`src/rtl/tick_tmr_pkg.sv`:
```
package tick_tmr_pkg;
    localparam int BYTE_W = 8;

    localparam logic [7:0] ADDR_CTRL   = 8'h10;
    localparam logic [7:0] ADDR_RLD_LO = 8'h12;
    localparam logic [7:0] ADDR_CNT_LO = 8'h20;

    localparam int BIT_BUSY = 7;
    localparam int BIT_EN   = 3;
    localparam int BIT_IE   = 2;
    localparam int BIT_FLAG = 1;
    localparam int BIT_MODE = 0;

    typedef enum logic {
        MODE_ONESHOT = 1'b0,
        MODE_REPEAT  = 1'b1
    } tmr_mode_e;

    typedef struct packed {
        logic      en;
        logic      ie;
        logic      flag;
        tmr_mode_e mode;
    } tmr_ctrl_t;

    function automatic logic [7:0] ctrl_byte(tmr_ctrl_t c, logic busy);
        logic [7:0] b;
        b           = '0;
        b[BIT_BUSY] = busy;
        b[BIT_EN]   = c.en;
        b[BIT_IE]   = c.ie;
        b[BIT_FLAG] = c.flag;
        b[BIT_MODE] = c.mode;
        return b;
    endfunction
endpackage

```
`src/rtl/tick_tmr_core.sv`:
```
module tick_tmr_core
    import tick_tmr_pkg::*;
#(
    parameter int CNT_W = 16
) (
    input  logic             clk,
    input  logic             rst,
    input  logic             tick_i,
    input  logic             run_i,
    input  logic             clr_i,
    input  logic [CNT_W-1:0] reload_i,
    output logic [CNT_W-1:0] count_o,
    output logic             expire_o
);
    localparam logic [CNT_W-1:0] ONE = CNT_W'(1);

    logic [CNT_W-1:0] cnt_q, cnt_d;

    always_comb begin
        cnt_d    = cnt_q;
        expire_o = 1'b0;
        if (run_i && tick_i) begin
            if (cnt_q <= ONE) cnt_d = reload_i;
            else              cnt_d = cnt_q - ONE;
            expire_o = (cnt_d == ONE);
        end
        if (clr_i) begin
            cnt_d    = '0;
            expire_o = 1'b0;
        end
    end

    always_ff @(posedge clk) begin
        if (rst) cnt_q <= '0;
        else     cnt_q <= cnt_d;
    end

    assign count_o = cnt_q;
endmodule

```
`src/rtl/tick_tmr_regs.sv`:
```
module tick_tmr_regs
    import tick_tmr_pkg::*;
#(
    parameter int CNT_W    = 16,
    parameter int BUSY_CYC = 2
) (
    input  logic             clk,
    input  logic             rst,
    input  logic [7:0]       reg_addr,
    input  logic             reg_we,
    input  logic [7:0]       reg_wdata,
    input  logic             expire_i,
    input  logic [CNT_W-1:0] count_i,
    output tmr_ctrl_t        ctrl_o,
    output logic [CNT_W-1:0] reload_o,
    output logic             busy_o,
    output logic             clr_cnt_o,
    output logic [7:0]       reg_rdata
);
    localparam int NBYTES = CNT_W / BYTE_W;
    localparam int BW     = $clog2(BUSY_CYC + 1);

    tmr_ctrl_t   ctrl_q, ctrl_d;
    logic [BW-1:0] busy_q;
    logic        wr_ctrl;

    assign wr_ctrl   = reg_we && (reg_addr == ADDR_CTRL);
    assign clr_cnt_o = reg_we && (reg_addr == ADDR_CNT_LO);

    always_comb begin
        ctrl_d = ctrl_q;
        if (wr_ctrl) begin
            ctrl_d.en   = reg_wdata[BIT_EN];
            ctrl_d.ie   = reg_wdata[BIT_IE];
            ctrl_d.mode = tmr_mode_e'(reg_wdata[BIT_MODE]);
            if (reg_wdata[BIT_FLAG]) ctrl_d.flag = 1'b0;
        end
        if (expire_i) begin
            ctrl_d.flag = 1'b1;
            if (ctrl_q.mode == MODE_ONESHOT && !wr_ctrl) ctrl_d.en = 1'b0;
        end
    end

    always_ff @(posedge clk) begin
        if (rst) begin
            ctrl_q <= '0;
            busy_q <= '0;
        end else begin
            ctrl_q <= ctrl_d;
            if (wr_ctrl)           busy_q <= BW'(BUSY_CYC);
            else if (busy_q != '0) busy_q <= busy_q - 1'b1;
        end
    end

    logic [7:0] rld_q [NBYTES];

    for (genvar g = 0; g < NBYTES; g++) begin : g_rld
        always_ff @(posedge clk) begin
            if (rst)
                rld_q[g] <= '0;
            else if (reg_we && reg_addr == ADDR_RLD_LO + 8'(g))
                rld_q[g] <= reg_wdata;
        end
        assign reload_o[BYTE_W*g +: BYTE_W] = rld_q[g];
    end

    assign busy_o = (busy_q != '0);
    assign ctrl_o = ctrl_q;

    always_comb begin
        reg_rdata = '0;
        if (reg_addr == ADDR_CTRL) reg_rdata = ctrl_byte(ctrl_q, busy_o);
        for (int i = 0; i < NBYTES; i++) begin
            if (reg_addr == ADDR_RLD_LO + 8'(i)) reg_rdata = rld_q[i];
            if (reg_addr == ADDR_CNT_LO + 8'(i)) reg_rdata = count_i[BYTE_W*i +: BYTE_W];
        end
    end
endmodule

```
`src/rtl/tick_tmr.sv`:
```
module tick_tmr
    import tick_tmr_pkg::*;
#(
    parameter int CNT_W    = 16,
    parameter int BUSY_CYC = 2
) (
    input  logic       clk,
    input  logic       rst,
    input  logic       tick_en,
    input  logic [7:0] reg_addr,
    input  logic       reg_we,
    input  logic [7:0] reg_wdata,
    output logic [7:0] reg_rdata,
    output logic       irq_o
);
    tmr_ctrl_t        ctrl;
    logic [CNT_W-1:0] reload;
    logic [CNT_W-1:0] count;
    logic             busy;
    logic             clr_cnt;
    logic             expire;

    tick_tmr_regs #(.CNT_W(CNT_W), .BUSY_CYC(BUSY_CYC)) regs_i (
        .clk       (clk),
        .rst       (rst),
        .reg_addr  (reg_addr),
        .reg_we    (reg_we),
        .reg_wdata (reg_wdata),
        .expire_i  (expire),
        .count_i   (count),
        .ctrl_o    (ctrl),
        .reload_o  (reload),
        .busy_o    (busy),
        .clr_cnt_o (clr_cnt),
        .reg_rdata (reg_rdata)
    );

    tick_tmr_core #(.CNT_W(CNT_W)) core_i (
        .clk      (clk),
        .rst      (rst),
        .tick_i   (tick_en),
        .run_i    (ctrl.en),
        .clr_i    (clr_cnt),
        .reload_i (reload),
        .count_o  (count),
        .expire_o (expire)
    );

    assign irq_o = ctrl.flag & ctrl.ie;
endmodule

```
`config.mk`:
```
export PLATFORM = sky130hd
export DESIGN_NAME = tick_tmr
export DESIGN_NICKNAME = d
export VERILOG_FILES = /design/src/rtl/tick_tmr_pkg.sv /design/src/rtl/tick_tmr_core.sv /design/src/rtl/tick_tmr_regs.sv /design/src/rtl/tick_tmr.sv
export SDC_FILE = /design/constraint.sdc
export NUM_CORES = 1
export LEC_CHECK = 0
export ABC_AREA = 0
export BUFFER_PORTS_ARGS = -buffer_cell sky130_fd_sc_hd__buf_2
export CAP_MARGIN = 5
export CORE_UTILIZATION = 45
export CTS_CLUSTER_SIZE = 20
export DETAILED_ROUTE_END_ITERATION = 12
export GPL_TIMING_DRIVEN = 0
export PLACE_DENSITY = 0.67
export SYNTH_ARGS = -nofsm -noshare
export SYNTH_HDL_FRONTEND = slang
export SYNTH_HIERARCHICAL = 1
export SYNTH_SLANG_ARGS = --single-unit
```
`constraint.sdc`:
```
create_clock -name clk -period 3.8 [get_ports clk]
set_input_delay 0.19 -clock clk [delete_from_list [all_inputs] [get_ports clk]]
set_output_delay 0.19 -clock clk [all_outputs]
set_load 0.01 [all_outputs]
```
==> impl_metrics.csv <==
group,metric,value,unit
power,p_leak,1.14,nW
clocking,h_tree_depth,2,
synthesis,synthDistinctLibCells,60,
sta,relSlewSlack,51.2,%
critical_path,cp-end-kind,"flip-flop",
clocking,cts_tree,"yes",
power,power.switching_fraction,22.0,%
synthesis,post_synth_instance_area,2550,um^2
sta,final-hold-violation-count,0,
global_routing,grt_remaining_overflow,0,
synthesis,synth_net_count,311,
power,p_int,723,uW
power,totalPowerFinal,928,uW
layout,final_core_util,53.3,%
detailed_routing,post_drt_via_cell_ratio,5.99,
global_routing,via_count_of_the_first_global_routing_pass,2227,
detailed_routing,wl,7.25,mm
power,cellPowerDensity,318,nW/um^2
floorplanning,dieHeight,77.3,um
critical_path,arrival,3520,ps
clocking,cts_made_buffers,5,
placed_design,place.detailed.hpwl,5.48,mm
critical_path,regToRegEndpoint,"regs_i/ctrl_o[3]",
critical_path,worst_r2r_path_depth,12,
critical_path,worstSetupStartpoint,"core_i/count_o[0]",
detailed_routing,route.antenna.remaining_nets,0,
global_routing,grt_max_degree,14,
synthesis,yosysTopAreaCellShare,18.8,%
critical_path,critical_path.top_delay_family,"simple AND/OR/NAND/NOR gates",
layout,design.final.nets,346,
critical_path,reg2reg_setup_slack,460,ps
sta,report.final.slew_viol_count,0,
clocking,cts.repair_timing.setup_buffer_count,0,
layout,most-common-layout-cells,"34 x buf_2, 31 x nor2_1, 31 x nand2_1",
layout,num_antenna_cells,0,
sta,finalSetupTns,0,ps
critical_path,critPathBufInv,2,
critical_path,worst_setup_path_endpoint,"regs_i/ctrl_o[3]",
clocking,clk_path_buf_depth,2,
floorplanning,starting_density_of_the_core,46.6,%
clocking,quantity_of_hold_fixing_buffers_added_after_cts,0,
critical_path,critical_path.max_fanout,8,
synthesis,synth-edff-count,16,
sta,worst_slew_pin_slew,731,ps
sta,grt_setup_unrepaired,"false",
power,ir_worst_vdd,0.000250,V
sta,fmaxAchievable,0.300,GHz
layout,flow.area_growth_from_synthesis,14.4,%
clocking,clockRootBuffer,"clkbuf_8",
global_routing,gr-usage-all-layers,25.4,%
detailed_routing,via_count,2377,
synthesis,synth-async-reset-ratio,0,%
critical_path,worstSetupStartpointType,"flip-flop",
synthesis,ys_top_cells_by_area,"edfxtp_1 19%, dfxtp_1 17%, and2_1 4.7%",
synthesis,synth_area_leader_cell,"edfxtp_1",
global_routing,grt_pass1_wl,11.6,mm
layout,layout.cells.non_filler,397,
sta,finalSetupViolations,0,
run,drv.max_cap_violation_count,0,
detailed_routing,drt_drc_violations_left,0,
detailed_routing,routedWlPerCell,18.3,um
placed_design,dp.cells,389,
floorplanning,coreArea,5470,um^2
critical_path,timing.critical_path.depth,12,
layout,drive_above_1_share,20.0,%
synthesis,yosys_most_used_dff,"dfxtp_1",
critical_path,timing.critical_path.mode_cell,"nor2_1",
detailed_routing,drtIter0Drc,232,
synthesis,synthesis.area_per_instance,8.82,um^2
sta,fin_skew,8.11,ps
sta,tcrit_tclk_final,87.8,%
synthesis,synth_cells,289,
power,power.share.clock,45.5,%
critical_path,cpPeakStageDelay,490,ps
detailed_routing,dr.pass1.iters,5,
synthesis,yosys_register_bits,38,
worst_hold_path,min_delay_path_class,"input port to flip-flop",
critical_path,cp_slowest_cell,"nor2_1",
status,outcome,"complete, no violations",
clocking,cts.clk_slew.worst_paths,80,ps
critical_path,setup.worst_path.class,"flip-flop to flip-flop",
clocking,cts_repair_resize_count,0,
power,power_switching,204,uW
floorplanning,boundaryPins,29,
floorplanning,floorplan.die_area,5970,um^2
sta,post-route-min-period,3340,ps
power,power_frac_seq,47.9,%
power,p_comb_share,6.6,%
global_routing,grt_antenna_before_repair,0,
placed_design,place_congestion,0.944,
clocking,numClockSinks,38,
critical_path,cp_cell_sequence,"inv_1, ha_1, nor2_1, or4_1, buf_2, nor2_1, and3_1, o2111ai_1, nor4_2, a21boi_0, mux2i_1, nor2_1",
floorplanning,number_of_cell_rows,27,
critical_path,timing.rr.start,"core_i/count_o[0]",
sta,holdWs,174,ps
clocking,insertion_delay,290,ps
synthesis,yosysWarningCount,6,
synthesis,synth_sequential_area_ratio,36.1,%
placed_design,numPortBuffers,28,
layout,layout.cells.most_common,"buf_2",
critical_path,timing.critical_path.required,3980,ps
floorplanning,floorplan.die.width,77.3,um
[kinds of logic (layout without fill, tap and decap cells)]
| family | after synthesis | after routing | share of synthesized area (%) |
|---|---|---|---|
| flops | 38 | 38 | 36.1 |
| xor+xnor | 8 | 8 | 2.75 |
| compound gates | 71 | 71 | 20.7 |
| mux | 12 | 12 | 4.96 |
| buf+inv | 24 | 60 | 4.27 |
| simple gates | 134 | 134 | 30.3 |
| fa+ha+maj | 2 | 2 | 0.981 |
[metrics by stage]
step	worst slack, ps	area, um^2
global route	226	2920
global placement	532	2780
floorplan	1030	2550
finish	465	2920
CTS	503	2920
detailed placement	541	2780
[worst register-to-register path: stages (launching register included)]
cell       delay [ps]
dfxtp_1           390
inv_1             110
ha_1              260
nor2_1             90
or4_1             470
buf_2             180
nor2_1            490
and3_1            280
o2111ai_1         140
nor4_2            450
a21boi_0          170
mux2i_1           150
nor2_1             50
[power by group through the flow]
stage	combinational (mW)	clock [mW]	sequential (mW)
global placement	0.0604	0	0.453
global route	0.0666	0.448	0.445
floorplan	0.0380	0	0.447
CTS	0.0609	0.426	0.444
finish	0.0613	0.422	0.445
detailed placement	0.0606	0	0.453
[state kept, by name, summed over array words and instances (netlist names)]
name	flops
regs_i/ctrl_o	4
core_i/count_o	16
regs_i/rld_q	16
regs_i/busy_q	2
[cell usage after synthesis, types with 3 or more instances]
library cell   n
nand2_1       31
nor2_1        31
dfxtp_1       22
and2_1        19
edfxtp_1      16
a21oi_1       14
o21ai_0       11
a2bb2oi_1      9
clkbuf_1       9
nor3_1         9
mux2i_1        7
nor4_1         7
buf_2          6
inv_1          6
mux2_2         5
nor3b_1        5
xnor2_1        5
a21o_1         4
a22oi_1        4
o211ai_1       4
o32a_1         4
a211oi_1       3
a31oi_1        3
o31ai_1        3
xor2_1         3
[worst min path at each step]
| stage | start | endpoint | slack, ps | cells after the start |
|---|---|---|---|---|
| after global placement | regs_i/busy_q[1] | regs_i/busy_q[1] | 460 | 2 |
| after detailed placement | regs_i/busy_q[1] | regs_i/busy_q[1] | 460 | 2 |
| final | reg_wdata[0] | regs_i/ctrl_o[0] | 170 | 3 |
| after CTS | reg_wdata[0] | regs_i/ctrl_o[0] | 160 | 3 |
| after floorplan | reg_wdata[0] | regs_i/ctrl_o[0] | 330 | 2 |
| after global routing | reg_wdata[0] | regs_i/ctrl_o[0] | 150 | 3 |
[per-layer routing]
layer	vias up	part of all wire, %	track usage, %
met4	0	0.72	6.60
li1	1145	-	-
met3	6	6.3	4.52
met5	-	0	0
met1	1144	44	33.7
met2	82	49	42.2
[area by class of cell]
cell class | count | area [um^2]
tap | 72 | 90.1
clock inverter | 3 | 68.8
timing repair buffer | 28 | 140
inverter | 6 | 22.5
multi-input combinational | 227 | 1520
sequential | 38 | 921
buffer | 18 | 86.3
clock buffer | 5 | 68.8
fill | 547 | 2550
(Power assumes the default switching activity.)
